==> config.mk <==
export PLATFORM = sky130hd
export DESIGN_NAME = tmr16_channel
export DESIGN_NICKNAME = d
export VERILOG_FILES = /design/src/rtl/tmr16_pkg.sv /design/src/rtl/tmr16_edge_sync.sv /design/src/rtl/tmr16_tick_gen.sv /design/src/rtl/tmr16_pin_ctl.sv /design/src/rtl/tmr16_channel.sv
export SDC_FILE = /design/constraint.sdc
export NUM_CORES = 1
export LEC_CHECK = 0
export BUFFER_PORTS_ARGS = -buffer_cell sky130_fd_sc_hd__buf_2
export CAP_MARGIN = 20
export CELL_PAD_IN_SITES_DETAIL_PLACEMENT = 1
export CELL_PAD_IN_SITES_GLOBAL_PLACEMENT = 1
export CORE_UTILIZATION = 45
export CTS_CLUSTER_DIAMETER = 60
export DETAILED_ROUTE_END_ITERATION = 6
export PLACE_DENSITY = 0.92
export SLEW_MARGIN = 20
export SYNTH_ARGS = -nofsm -noshare
export SYNTH_HDL_FRONTEND = slang
export SYNTH_SLANG_ARGS = --single-unit
==> constraint.sdc <==
create_clock -name clk -period 3.3 [get_ports clk]
set_input_delay 0.495 -clock clk [delete_from_list [all_inputs] [get_ports clk]]
set_output_delay 0.495 -clock clk [all_outputs]
set_load 0.02 [all_outputs]
==> src/rtl/tmr16_pkg.sv <==
package tmr16_pkg;

    typedef enum logic [2:0] {
        A_CTRL   = 3'd0,
        A_OUTCFG = 3'd1,
        A_IEN    = 3'd2,
        A_STAT   = 3'd3,
        A_CNT    = 3'd4,
        A_GRA    = 3'd5,
        A_GRB    = 3'd6
    } reg_addr_e;

    typedef enum logic [1:0] {
        ACT_KEEP   = 2'd0,
        ACT_LOW    = 2'd1,
        ACT_HIGH   = 2'd2,
        ACT_TOGGLE = 2'd3
    } pin_act_e;

    typedef enum logic [1:0] {
        CLR_OFF  = 2'd0,
        CLR_A    = 2'd1,
        CLR_B    = 2'd2,
        CLR_OFF2 = 2'd3
    } clr_src_e;

    typedef struct packed {
        logic     cap_b_fall;
        logic     cap_a_fall;
        logic     cap_b_en;
        logic     cap_a_en;
        logic     pwm_en;
        clr_src_e clr;
        logic [2:0] tick_sel;
        logic     run;
    } ctrl_t;

    localparam int CTRL_W = $bits(ctrl_t);
    localparam int FLG_W  = 3;
    localparam int FLG_OVF = 0;
    localparam int FLG_A   = 1;
    localparam int FLG_B   = 2;

    function automatic logic apply_act(pin_act_e act, logic cur);
        case (act)
            ACT_LOW:    return 1'b0;
            ACT_HIGH:   return 1'b1;
            ACT_TOGGLE: return ~cur;
            default:    return cur;
        endcase
    endfunction

    function automatic int div_shift(logic [1:0] sel);
        case (sel)
            2'd0:    return 1;
            2'd1:    return 2;
            2'd2:    return 4;
            default: return 6;
        endcase
    endfunction

endpackage

==> src/rtl/tmr16_edge_sync.sv <==
module tmr16_edge_sync #(
    parameter int STAGES = 2
) (
    input  logic clk,
    input  logic rst,
    input  logic din,
    output logic rise,
    output logic fall
);
    localparam int TOP = STAGES - 1;

    logic [STAGES-1:0] chain_q;
    logic              prev_q;

    always_ff @(posedge clk) begin
        if (rst) begin
            chain_q <= '0;
            prev_q  <= 1'b0;
        end else begin
            chain_q <= {chain_q[STAGES-2:0], din};
            prev_q  <= chain_q[TOP];
        end
    end

    assign rise = chain_q[TOP] & ~prev_q;
    assign fall = ~chain_q[TOP] & prev_q;
endmodule

==> src/rtl/tmr16_tick_gen.sv <==
module tmr16_tick_gen
    import tmr16_pkg::*;
#(
    parameter int PRE_W = 6
) (
    input  logic       clk,
    input  logic       rst,
    input  logic       run,
    input  logic [2:0] tick_sel,
    input  logic       ext_fall,
    output logic       tick
);
    logic [PRE_W-1:0] pre_q;
    logic [PRE_W-1:0] mask;

    always_comb begin
        mask = ~({PRE_W{1'b1}} << div_shift(tick_sel[1:0]));
    end

    always_ff @(posedge clk) begin
        if (rst || !run) pre_q <= '0;
        else             pre_q <= pre_q + 1'b1;
    end

    assign tick = run & (tick_sel[2] ? ext_fall : ((pre_q & mask) == mask));
endmodule

==> src/rtl/tmr16_pin_ctl.sv <==
module tmr16_pin_ctl
    import tmr16_pkg::*;
(
    input  logic     clk,
    input  logic     rst,
    input  logic     pwm_en,
    input  pin_act_e act_a,
    input  pin_act_e act_b,
    input  logic     match_a,
    input  logic     match_b,
    output logic     pin_a,
    output logic     pin_b
);
    logic nxt_a, nxt_b;

    always_comb begin
        nxt_a = pin_a;
        nxt_b = pin_b;
        if (pwm_en) begin
            if (match_a) nxt_a = 1'b1;
            if (match_b) nxt_a = 1'b0;
        end else begin
            if (match_a) nxt_a = apply_act(act_a, pin_a);
            if (match_b) nxt_b = apply_act(act_b, pin_b);
        end
    end

    always_ff @(posedge clk) begin
        if (rst) begin
            pin_a <= 1'b0;
            pin_b <= 1'b0;
        end else begin
            pin_a <= nxt_a;
            pin_b <= nxt_b;
        end
    end
endmodule

==> src/rtl/tmr16_channel.sv <==
module tmr16_channel
    import tmr16_pkg::*;
#(
    parameter int CNT_W       = 16,
    parameter int SYNC_STAGES = 2,
    parameter int PRE_W       = 6
) (
    input  logic             clk,
    input  logic             rst,
    input  logic             wr_en,
    input  logic [2:0]       wr_addr,
    input  logic [CNT_W-1:0] wr_data,
    input  logic [2:0]       rd_addr,
    output logic [CNT_W-1:0] rd_data,
    input  logic             ext_clk_in,
    input  logic             pin_a_in,
    input  logic             pin_b_in,
    output logic             pin_a_out,
    output logic             pin_b_out,
    output logic             irq
);
    localparam logic [CNT_W-1:0] CNT_TOP = '1;

    ctrl_t              ctrl_q;
    pin_act_e           act_a_q, act_b_q;
    logic [FLG_W-1:0]   ien_q, flags_q, flag_set, flag_clr;
    logic [CNT_W-1:0]   cnt_q, gra_q, grb_q;

    logic wr_ctrl, wr_out, wr_ien, wr_stat, wr_cnt, wr_gra, wr_grb;
    logic tick, ext_fall, ext_rise_unused_sink;
    logic a_rise, a_fall, b_rise, b_fall;
    logic cap_a, cap_b, match_a, match_b, clr_hit, wrap;

    assign wr_ctrl = wr_en && (wr_addr == A_CTRL);
    assign wr_out  = wr_en && (wr_addr == A_OUTCFG);
    assign wr_ien  = wr_en && (wr_addr == A_IEN);
    assign wr_stat = wr_en && (wr_addr == A_STAT);
    assign wr_cnt  = wr_en && (wr_addr == A_CNT);
    assign wr_gra  = wr_en && (wr_addr == A_GRA);
    assign wr_grb  = wr_en && (wr_addr == A_GRB);

    // input conditioning: external clock and both capture pins
    tmr16_edge_sync #(.STAGES(SYNC_STAGES)) u_sync_ext (
        .clk(clk), .rst(rst), .din(ext_clk_in),
        .rise(ext_rise_unused_sink), .fall(ext_fall)
    );
    tmr16_edge_sync #(.STAGES(SYNC_STAGES)) u_sync_a (
        .clk(clk), .rst(rst), .din(pin_a_in), .rise(a_rise), .fall(a_fall)
    );
    tmr16_edge_sync #(.STAGES(SYNC_STAGES)) u_sync_b (
        .clk(clk), .rst(rst), .din(pin_b_in), .rise(b_rise), .fall(b_fall)
    );

    tmr16_tick_gen #(.PRE_W(PRE_W)) u_tick (
        .clk(clk), .rst(rst), .run(ctrl_q.run), .tick_sel(ctrl_q.tick_sel),
        .ext_fall(ext_fall), .tick(tick)
    );

    // events
    assign cap_a   = ctrl_q.cap_a_en & (ctrl_q.cap_a_fall ? a_fall : a_rise);
    assign cap_b   = ctrl_q.cap_b_en & (ctrl_q.cap_b_fall ? b_fall : b_rise);
    assign match_a = tick & ~ctrl_q.cap_a_en & (cnt_q == gra_q);
    assign match_b = tick & ~ctrl_q.cap_b_en & (cnt_q == grb_q);
    assign clr_hit = ((ctrl_q.clr == CLR_A) & (match_a | cap_a))
                   | ((ctrl_q.clr == CLR_B) & (match_b | cap_b));
    assign wrap    = tick & (cnt_q == CNT_TOP) & ~clr_hit & ~wr_cnt;

    assign flag_set = {match_b | cap_b, match_a | cap_a, wrap};
    assign flag_clr = wr_stat ? wr_data[FLG_W-1:0] : '0;

    // configuration registers
    always_ff @(posedge clk) begin
        if (rst) begin
            ctrl_q  <= '0;
            act_a_q <= ACT_KEEP;
            act_b_q <= ACT_KEEP;
            ien_q   <= '0;
        end else begin
            if (wr_ctrl) ctrl_q <= ctrl_t'(wr_data[CTRL_W-1:0]);
            if (wr_out) begin
                act_a_q <= pin_act_e'(wr_data[1:0]);
                act_b_q <= pin_act_e'(wr_data[3:2]);
            end
            if (wr_ien) ien_q <= wr_data[FLG_W-1:0];
        end
    end

    // counter, general registers, flags
    always_ff @(posedge clk) begin
        if (rst) begin
            cnt_q   <= '0;
            gra_q   <= '1;
            grb_q   <= '1;
            flags_q <= '0;
        end else begin
            if (wr_cnt)       cnt_q <= wr_data;
            else if (clr_hit) cnt_q <= '0;
            else if (tick)    cnt_q <= cnt_q + 1'b1;

            if (wr_gra)     gra_q <= wr_data;
            else if (cap_a) gra_q <= cnt_q;

            if (wr_grb)     grb_q <= wr_data;
            else if (cap_b) grb_q <= cnt_q;

            flags_q <= (flags_q & ~flag_clr) | flag_set;
        end
    end

    tmr16_pin_ctl u_pins (
        .clk(clk), .rst(rst), .pwm_en(ctrl_q.pwm_en),
        .act_a(act_a_q), .act_b(act_b_q),
        .match_a(match_a), .match_b(match_b),
        .pin_a(pin_a_out), .pin_b(pin_b_out)
    );

    assign irq = |(flags_q & ien_q);

    always_comb begin
        case (reg_addr_e'(rd_addr))
            A_CTRL:   rd_data = CNT_W'(ctrl_q);
            A_OUTCFG: rd_data = CNT_W'({act_b_q, act_a_q});
            A_IEN:    rd_data = CNT_W'(ien_q);
            A_STAT:   rd_data = CNT_W'(flags_q);
            A_CNT:    rd_data = cnt_q;
            A_GRA:    rd_data = gra_q;
            A_GRB:    rd_data = grb_q;
            default:  rd_data = '0;
        endcase
    end
endmodule

-- Word-level counts from Yosys, hierarchy flattened
Index checks and enable logic that the tools add are counted.
- reduce and logical (&&, ||, !) cells: 22
- multiplexer cells: 19
- shift operators: 1
- bitwise logic cells: 38
- equal/unequal tests: 26
- $add $sub $neg: 2
- operators by type and width (operator ; number):
    16-bit 2-to-1 mux ; 7
    16-bit case mux with 7 select lines ; 1
    16-bit == test ; 2
    3-bit == test, second input constant ; 6
    1-bit AND ; 17
    16-bit by 1-bit adder with 16-bit output, second input constant ; 1
    16-bit == test, second input constant ; 1
    2-bit == test, second input constant ; 6
    3-bit by 2-bit == test with 1-bit output, second input constant ; 4
    1-bit NOT ; 12
    3-bit case mux with 3 select lines ; 1
    2-bit by 1-bit == test with 1-bit output, second input constant ; 4
    2-bit nonzero test ; 4
    1-bit logical AND ; 7
    1-bit 2-to-1 mux ; 7
    6-bit by 1-bit adder with 6-bit output, second input constant ; 1
    3-bit AND ; 2
    6-bit AND ; 1
    3-bit by 1-bit == test with 1-bit output, second input constant ; 2
    6-bit == test ; 1
    3-bit logical NOT ; 2
    6-bit NOT ; 1
    1-bit case mux with 3 select lines ; 2
    3-bit AND reduction ; 2
    other kinds (11) ; 14
- register bits: 86
- logic and storage cells: 132
- output and inout port bits: 19
- bits of input ports: 28

-- Logic depth before layout (Yosys ltp)
Gate-level depths: netlist of the first run.
- word-level depth: 17
- mapped depth: 9
- mapped depth without buffers: 8

-- Modules after synthesis
A second synthesis of the first run with hierarchy kept.
- cells, all modules: 693
- area total of the unflattened synthesis: 5397.7 µm²
- modules (own cells, without submodules) (module ; area an instance (µm²) ; cells each ; sequential area each (µm²) ; times used):
    tmr16_channel ; 4740.8 ; 628 ; 1381.3 ; 1
    tmr16_tick_gen ; 277.8 ; 31 ; 120.1 ; 1
    tmr16_edge_sync ; 91.3 ; 8 ; 60.1 ; 3
    tmr16_pin_ctl ; 105.1 ; 10 ; 40.0 ; 1

-- Worst setup path before layout of the first run
Ideal clock, no wire load.
- path type: input-to-output
- start point: input port rd_addr[0]
- end point: output port rd_data[4]
- slack: 0.994 ns
- data arrival time: 1.811 ns
- stages: 5
- path buffers: 2
- data required time: 2.805 ns
- cells stage by stage: clkbuf_1 clkbuf_1 nor2_1 a22oi_1 o21ai_0
- cells in the longest elaborated chain, start to end: 2
- elaborated cells between the ends (all ways): 8
- classes of those cells: eq/ne: 6; mux: 1; reduce/logical: 1
- RTL lines (element ; line ; text):
    start: declaration ; tmr16_channel.sv:13 ; input logic [2:0] rd_addr,
    3-bit == test, or another cell as far along ; tmr16_channel.sv:120 ; case (reg_addr_e'(rd_addr))
    16-bit case mux with 7 select lines (*) ; tmr16_channel.sv:120 ;
    end: declaration ; tmr16_channel.sv:14 ; output logic [CNT_W-1:0] rd_data,
Mark *: on every way between the ends. The rest lies on a longest branch, timed or not.

-- Worst setup path after layout of the first run
- start point: register cnt_q[2]
- end point: register cnt_q[2]
- cells in the longest elaborated chain, start to end: 7
- elaborated cells between the ends (all ways): 14
- classes of those cells: add/sub: 1; eq/ne: 2; mux: 3; bitwise: 7; reduce/logical: 1
- RTL lines (element ; line ; text):
    start: declaration ; tmr16_channel.sv:27 ; logic [CNT_W-1:0] cnt_q, gra_q, grb_q;
    start signal: assignment ; tmr16_channel.sv:96 ; if (wr_cnt) cnt_q <= wr_data;
    start signal: assignment ; tmr16_channel.sv:98 ; else if (tick) cnt_q <= cnt_q + 1'b1;
    parallel branches: the longest is 7 deep, another holds 16-bit by 1-bit adder with 16-bit output ; -- ;
Parallel ways; which one is timed is not known. The select of a mux whose other input is x is not followed.
A chain may end at the register's enable or synchronous reset.

==> results.json, run 1 <==
{
  "grt_pass1_vias": 5300,
  "cts_num_sinks": 86,
  "ctsResizeCount": 0,
  "intPower_mw": 1.687,
  "synth_mux_area_share_pct": 6.098,
  "status": "finished, final reports clean",
  "wire_per_inst_microns": 21.82,
  "postCtsHoldBufs": 0,
  "crit_path_end_kind": "flip-flop",
  "grt.overflow.total": 0,
  "clk_pin_slew_ns": 0.07,
  "cp_top_family": "compound AO/OA/AOI/OAI gates",
  "crit_required_ns": 3.55,
  "maxCapViolCount": 0,
  "worstMarginPinSlew_ns": 0.9220,
  "initial_core_util_pct": 46.53,
  "antenna_found_initial": 0,
  "synth_xor_xnor_area_share_pct": 7.081,
  "finalSetupViolations": 0,
  "rrSetupSlack_ns": 0.49,
  "synth_seq_area_share_pct": 33.83,
  "p_comb_share_pct": 10.3,
  "syn_nets": 705,
  "leakagePower_nw": 2.218,
  "first_iter_violations": 461,
  "p_total_mw": 2.296,
  "timing.rr.start": "cnt_q[2]$_SDFFE_PP0P_",
  "die_w_microns": 108.3,
  "reg2regPathDepth": 8,
  "syn-instance-count": 673,
  "drcViolationCount": 0,
  "ctsLongestPathBuffers": 2,
  "switching_share_pct": 26.50,
  "powerDensity_nw_per_um2": 410.9,
  "holdPathStages": 2,
  "drv_slew": 0,
  "layout-drive-gt1-share_pct": 15.51,
  "worstHoldStart": "pin_a_in",
  "crit_path_max_fanout": 12,
  "fin_crit_ns": 2.809,
  "hold_viol_final": 0,
  "grt_max_degree": 57,
  "clockRootBuffer": "clkbuf_16",
  "synth_compound_area_share_pct": 16.42,
  "io_buffers": 46,
  "grt_pass1_wl_mm": 28.79,
  "cts_inserted_buffers": 9,
  "synth-seq-cells": 86,
  "final_antenna_net_count": 0,
  "cts_tree": "yes",
  "finalCritPeriodShare_pct": 85.12,
  "synthTopCellsByCount": "nand2_1 (125), dfxtp_1 (86), nor2_1 (68)",
  "rows": 38,
  "place.gp.congestion": 0.9608,
  "seqPwrFrac_pct": 47.1,
  "synth.top_cell.area_share_pct": 33.83,
  "antenna_cells": 0,
  "cp.arrival_ns": 3.06,
  "yosys_warnings": 0,
  "hpwlAfterDp_mm": 12.79,
  "core_area_sq_um": 10940,
  "synth_fa_ha_area_share_pct": 0.9835,
  "synthTopCellsByArea": "dfxtp_1 (34%), nand2_1 (9.2%), nor2_1 (5.0%), a21oi_1 (4.0%), xor2_1 (4.0%)",
  "yosys.area.top_type": "dfxtp_1",
  "async_flop_share_pct": 0,
  "synthDistinctLibCells": 56,
  "path_buf_inv": 1,
  "synth_edf_count": 0,
  "fp.dieArea_sq_um": 11740,
  "worstPathCellList": "xor2_1 > nor4_2 > nand4_1 > nor4_1 > o21bai_1 > buf_4 > a22oi_1 > nor3_1",
  "worstSkewPairLatency_ns": 0.35,
  "path_class": "reg2reg",
  "firstDrtPassIters": 5,
  "nets": 718,
  "drt-total-wl_mm": 18.11,
  "syn_area_per_cell_sq_um": 7.561,
  "fin_skew_ns": 0.007069,
  "grt.total_usage_pct": 32.75,
  "io_pins": 47,
  "synth_top_family_by_area": "simple AND/OR/NAND/NOR gates",
  "critPathMaxStageDelay_ns": 0.73,
  "via_count": 5119,
  "ys.flop_type": "dfxtp_1",
  "fin_setup_tns_ns": 0,
  "cts_max_level": 3,
  "r2r_end": "cnt_q[2]$_SDFFE_PP0P_",
  "post-synth-top-count-cell": "nand2_1",
  "area_delta_synth_final_pct": 9.811,
  "cts_setup_buffers": 0,
  "worst_path_max_delay_cell": "o21bai_1",
  "syn-cell-area_sq_um": 5089,
  "synth_simple_gate_area_share_pct": 30.02,
  "clkPwrFrac_pct": 42.5,
  "power.switching_mw": 0.6085,
  "hold_path_class": "in2reg",
  "holdPathEnd": "u_sync_a.chain_q[0]$_SDFF_PP0_",
  "rsz0062_at_grt": "false",
  "fmaxAchievable_mhz": 356.0,
  "critPathLaunchType": "flip-flop",
  "vdd_drop_max_v": 0.0002086,
  "detail_route.vias_per_cell": 6.167,
  "die_y_microns": 108.3,
  "max-slew-margin-rel_pct": 38.41
}
routing by layer:
layer  part of all wire (%)  up-vias  routed length [microns]  track usage [%]
met2                     48      237                     8666            55.19
met1                     40     2500                     7195            39.03
met5                      0        -                        0                0
met4                    4.3        0                      780            17.57
li1                       -     2319                        -                -
met3                    8.1       63                     1464            6.751
stage by stage:
stage          hold WS [ns]  instances  instance area, sq um  util [%]  worst slack [ns]
2_1_floorplan        0.4138        673                  5089         -            0.9942
3_3_place_gp         0.4178        815                  5313     48.58            0.8594
3_5_place_dp         0.4341        815                  5313     48.58            0.6544
4_1_cts              0.3549        830                  5588     51.10            0.5941
5_1_grt              0.3657        830                  5588     51.10            0.3394
6_report             0.3499        830                  5588     51.10            0.4912
cells by family after synthesis:
family                   count (synthesis)
buffers and inverters                   62
multiplexers                            26
flip-flops                              86
adder cells (fa/ha/maj)                  4
AND/OR/NAND/NOR                        320
AO/OA/AOI/OAI                          139
XOR/XNOR                                36
worst max-delay path by stage:
stage / start / to / slack [ns] / cells after the start
finish: cnt_q[2]$_SDFFE_PP0P_ / cnt_q[2]$_SDFFE_PP0P_ / 0.49 / 8
global route: cnt_q[2]$_SDFFE_PP0P_ / cnt_q[2]$_SDFFE_PP0P_ / 0.34 / 8
CTS: cnt_q[2]$_SDFFE_PP0P_ / cnt_q[2]$_SDFFE_PP0P_ / 0.59 / 8
detailed placement: cnt_q[2]$_SDFFE_PP0P_ / cnt_q[14]$_SDFFE_PP0P_ / 0.65 / 7
global placement: cnt_q[2]$_SDFFE_PP0P_ / cnt_q[14]$_SDFFE_PP0P_ / 0.86 / 7
floorplan: rd_addr[0] / rd_data[4] / 0.99 / 5
state kept, by name (all words and copies together) (netlist names):
name / count
act_a_q: 2
act_b_q: 2
cnt_q: 16
ctrl_q: 11
flags_q: 3
gra_q: 16
grb_q: 16
ien_q: 3
u_pins.pin_a: 1
u_pins.pin_b: 1
u_sync_a.chain_q: 2
u_sync_a.prev_q: 1
u_sync_b.chain_q: 2
u_sync_b.prev_q: 1
u_sync_ext.chain_q: 2
u_sync_ext.prev_q: 1
u_tick.pre_q: 6
worst register-to-register path: stages, from the launching register on:
cell and delay, ns:
dfxtp_1 0.59, xor2_1 0.38, nor4_2 0.12, nand4_1 0.17, nor4_1 0.07, o21bai_1 0.73, buf_4 0.28, a22oi_1 0.09
nor3_1 0.28
power by group through the flow:
stage	Clock (mW)	Sequential, mW	Combinational (mW)
2_1_floorplan	0	1.09	0.152
5_1_grt	1.01	1.08	0.255
4_1_cts	0.974	1.08	0.235
6_report	0.977	1.08	0.237
3_5_place_dp	0	1.10	0.232
3_3_place_gp	0	1.10	0.220
final cells by class:
type | count | area [sq um]
multi-input combinational | 525 | 3084
clock buffer | 11 | 252.7
timing repair buffer | 55 | 297.8
clock inverter | 4 | 22.52
fill | 1412 | 5348
sequential | 86 | 1722
inverter | 9 | 33.78
tap | 140 | 175.2
layout by cell type (no fill, tap or decap), types with 19 or more instances in the layout:
master    count
a21oi_1      41
a31oi_1      19
buf_2        46
dfxtp_1      86
nand2_1     125
nand2b_1     20
nand3_1      28
nor2_1       68
o21ai_0      36
xor2_1       23
(Power assumes the default switching activity.)
==> inputs of run 2 (changes only) <==
--- a/config.mk
+++ b/config.mk
@@ -9,10 +9,10 @@
 export CAP_MARGIN = 20
 export CELL_PAD_IN_SITES_DETAIL_PLACEMENT = 1
 export CELL_PAD_IN_SITES_GLOBAL_PLACEMENT = 1
-export CORE_UTILIZATION = 45
+export CORE_UTILIZATION = 35
 export CTS_CLUSTER_DIAMETER = 60
 export DETAILED_ROUTE_END_ITERATION = 6
-export PLACE_DENSITY = 0.92
+export PLACE_DENSITY = 0.77
 export SLEW_MARGIN = 20
 export SYNTH_ARGS = -nofsm -noshare
 export SYNTH_HDL_FRONTEND = slang
==> run 2 against run 1 <==
  * Sequential power barely moved
  * Total power up 1.7%
  * Flip-flop and latch count did not move
  * Wire length shrank 5.8%
  * Count of clock-buffer cells in the layout down 1
  * First-iteration DRC count is 16% lower
  * Clock power rose by 4%
  * Fmax is 7.4% higher
  * Non-clock buffer count grew 4
  * Cell count up 5.4%
==> results.json, run 2 (synthesis results as in run 1) <==
{
  "crit_required_ns": 2.80,
  "crit_path_max_fanout": 23,
  "critPathLaunchType": "primary input",
  "via_count": 4993,
  "layout-drive-gt1-share_pct": 16.12,
  "cts_max_level": 3,
  "hold_viol_final": 0,
  "nets": 722,
  "hold_path_class": "in2reg",
  "finalCritPeriodShare_pct": 79.27,
  "first_iter_violations": 388,
  "drv_slew": 0,
  "powerDensity_nw_per_um2": 411.0,
  "path_buf_inv": 2,
  "grt_pass1_wl_mm": 27.04,
  "final_common_cell": "nand2_1",
  "worstMarginPinSlew_ns": 0.8093,
  "place.gp.congestion": 0.9164,
  "grt.overflow.total": 0,
  "critPathMostFrequentCell": "buf_2",
  "path_class": "in2out",
  "drt-total-wl_mm": 17.05,
  "ctsLongestPathBuffers": 2,
  "layout_common_cells": "nand2_1 (125), dfxtp_1 (86), nor2_1 (68)",
  "crit_path_end_kind": "output pin",
  "drcViolationCount": 0,
  "core_area_sq_um": 14040,
  "fill_cells": 1729,
  "die_w_microns": 122.6,
  "top_regs": "cnt_q (16), gra_q (16), grb_q (16)",
  "finalSetupViolations": 0,
  "final_antenna_net_count": 0,
  "vdd_drop_max_v": 0.0002481,
  "worst_path_max_delay_cell": "nor2_1",
  "status": "finished, final reports clean",
  "clk_pin_slew_ns": 0.07,
  "grt_pass1_vias": 4990,
  "worstPathCellList": "buf_2 > nand2b_1 > nor2_1 > nand2_1 > o21ai_0 > buf_2",
  "maxCapViolCount": 0,
  "worstSkewPairLatency_ns": 0.36,
  "hpwlAfterDp_mm": 12.48,
  "cts_num_sinks": 86,
  "detail_route.vias_per_cell": 5.706,
  "pre_cts_slack_ns": 0.7274,
  "postCtsHoldBufs": 0,
  "critPathMaxStageDelay_ns": 0.54,
  "fin_crit_ns": 2.616,
  "io_pins": 47,
  "rsz0062_at_grt": "false",
  "initial_core_util_pct": 36.24,
  "grt.total_usage_pct": 24.03,
  "cp_top_family": "simple AND/OR/NAND/NOR gates",
  "firstDrtPassIters": 5,
  "io_buffers": 46,
  "antenna_cells": 0,
  "rows": 43,
  "wire_per_inst_microns": 19.48,
  "area_delta_synth_final_pct": 11.68,
  "fp.dieArea_sq_um": 15020,
  "die_y_microns": 122.6,
  "fin_setup_tns_ns": 0,
  "cts_setup_buffers": 0,
  "ctsResizeCount": 0,
  "cts_tree": "yes",
  "fmaxAchievable_mhz": 382.3,
  "grt_max_degree": 46,
  "fin_skew_ns": 0.007772,
  "cp.arrival_ns": 2.12,
  "max-slew-margin-rel_pct": 45.63,
  "setup_slack_ns": 0.6840,
  "rrSetupSlack_ns": 0.85,
  "clockRootBuffer": "clkbuf_16",
  "p_total_mw": 2.336,
  "leakagePower_nw": 2.242,
  "antenna_found_initial": 0,
  "cts_inserted_buffers": 9
}
## run 2: cell types whose count changed in the layout (fill, tap and decap cells not counted), sizes merged
cell	previous run	this run
buf	55	59
inv	9	13
clkinv	3	1
clkbuf	11	10
## run 2: path summary, 6_finish.rpt
kind	startpoint	cells after the start	endpoint
max reg2reg	cnt_q[1]$_SDFFE_PP0P_	6	u_pins.pin_b$_SDFFE_PP0P_
min reg2reg	u_sync_a.chain_q[0]$_SDFF_PP0_	1	u_sync_a.chain_q[1]$_SDFF_PP0_
min	pin_a_in	2	u_sync_a.chain_q[0]$_SDFF_PP0_
max	rd_addr[0]	6	rd_data[5]
## run 2: metrics by stage
stage	cells	instance area, sq um	utilization (%)	hold WS [ns]
after floorplan	673	5089	-	0.4138
after global placement	859	5393	38.40	0.4164
after detailed placement	859	5393	38.40	0.4311
after CTS	875	5683	40.47	0.3391
after global routing	875	5683	40.47	0.3548
final	875	5683	40.47	0.3449
## run 2: power by group
group	internal [mW]	total [mW]	leakage, nW	switching [mW]
combinational	0.0873	0.236	1.40	0.149
clock	0.543	1.02	0.140	0.478
sequential	1.06	1.08	0.698	0.0213
total	1.69	2.34	2.24	0.648
## run 2: layout make-up
class / count / area (sq um) / share of cell area (%)
well taps: 180 / 225.2 / 3.963
flip-flops and latches: 86 / 1722 / 30.30
inverters: 9 / 33.78 / 0.5945
clock buffers: 10 / 239.0 / 4.205
clock inverters: 6 / 51.30 / 0.9027
multi-input cells: 525 / 3084 / 54.27
repair buffers: 59 / 327.8 / 5.768
## run 2: per-layer routing
layer | wire [microns] | track usage (%) | up-vias
met5 | 0 | 0 | -
met4 | 512 | 9.680 | 0
met3 | 874 | 4.740 | 35
met2 | 7925 | 39.01 | 144
met1 | 7736 | 31.09 | 2482
li1 | - | - | 2332
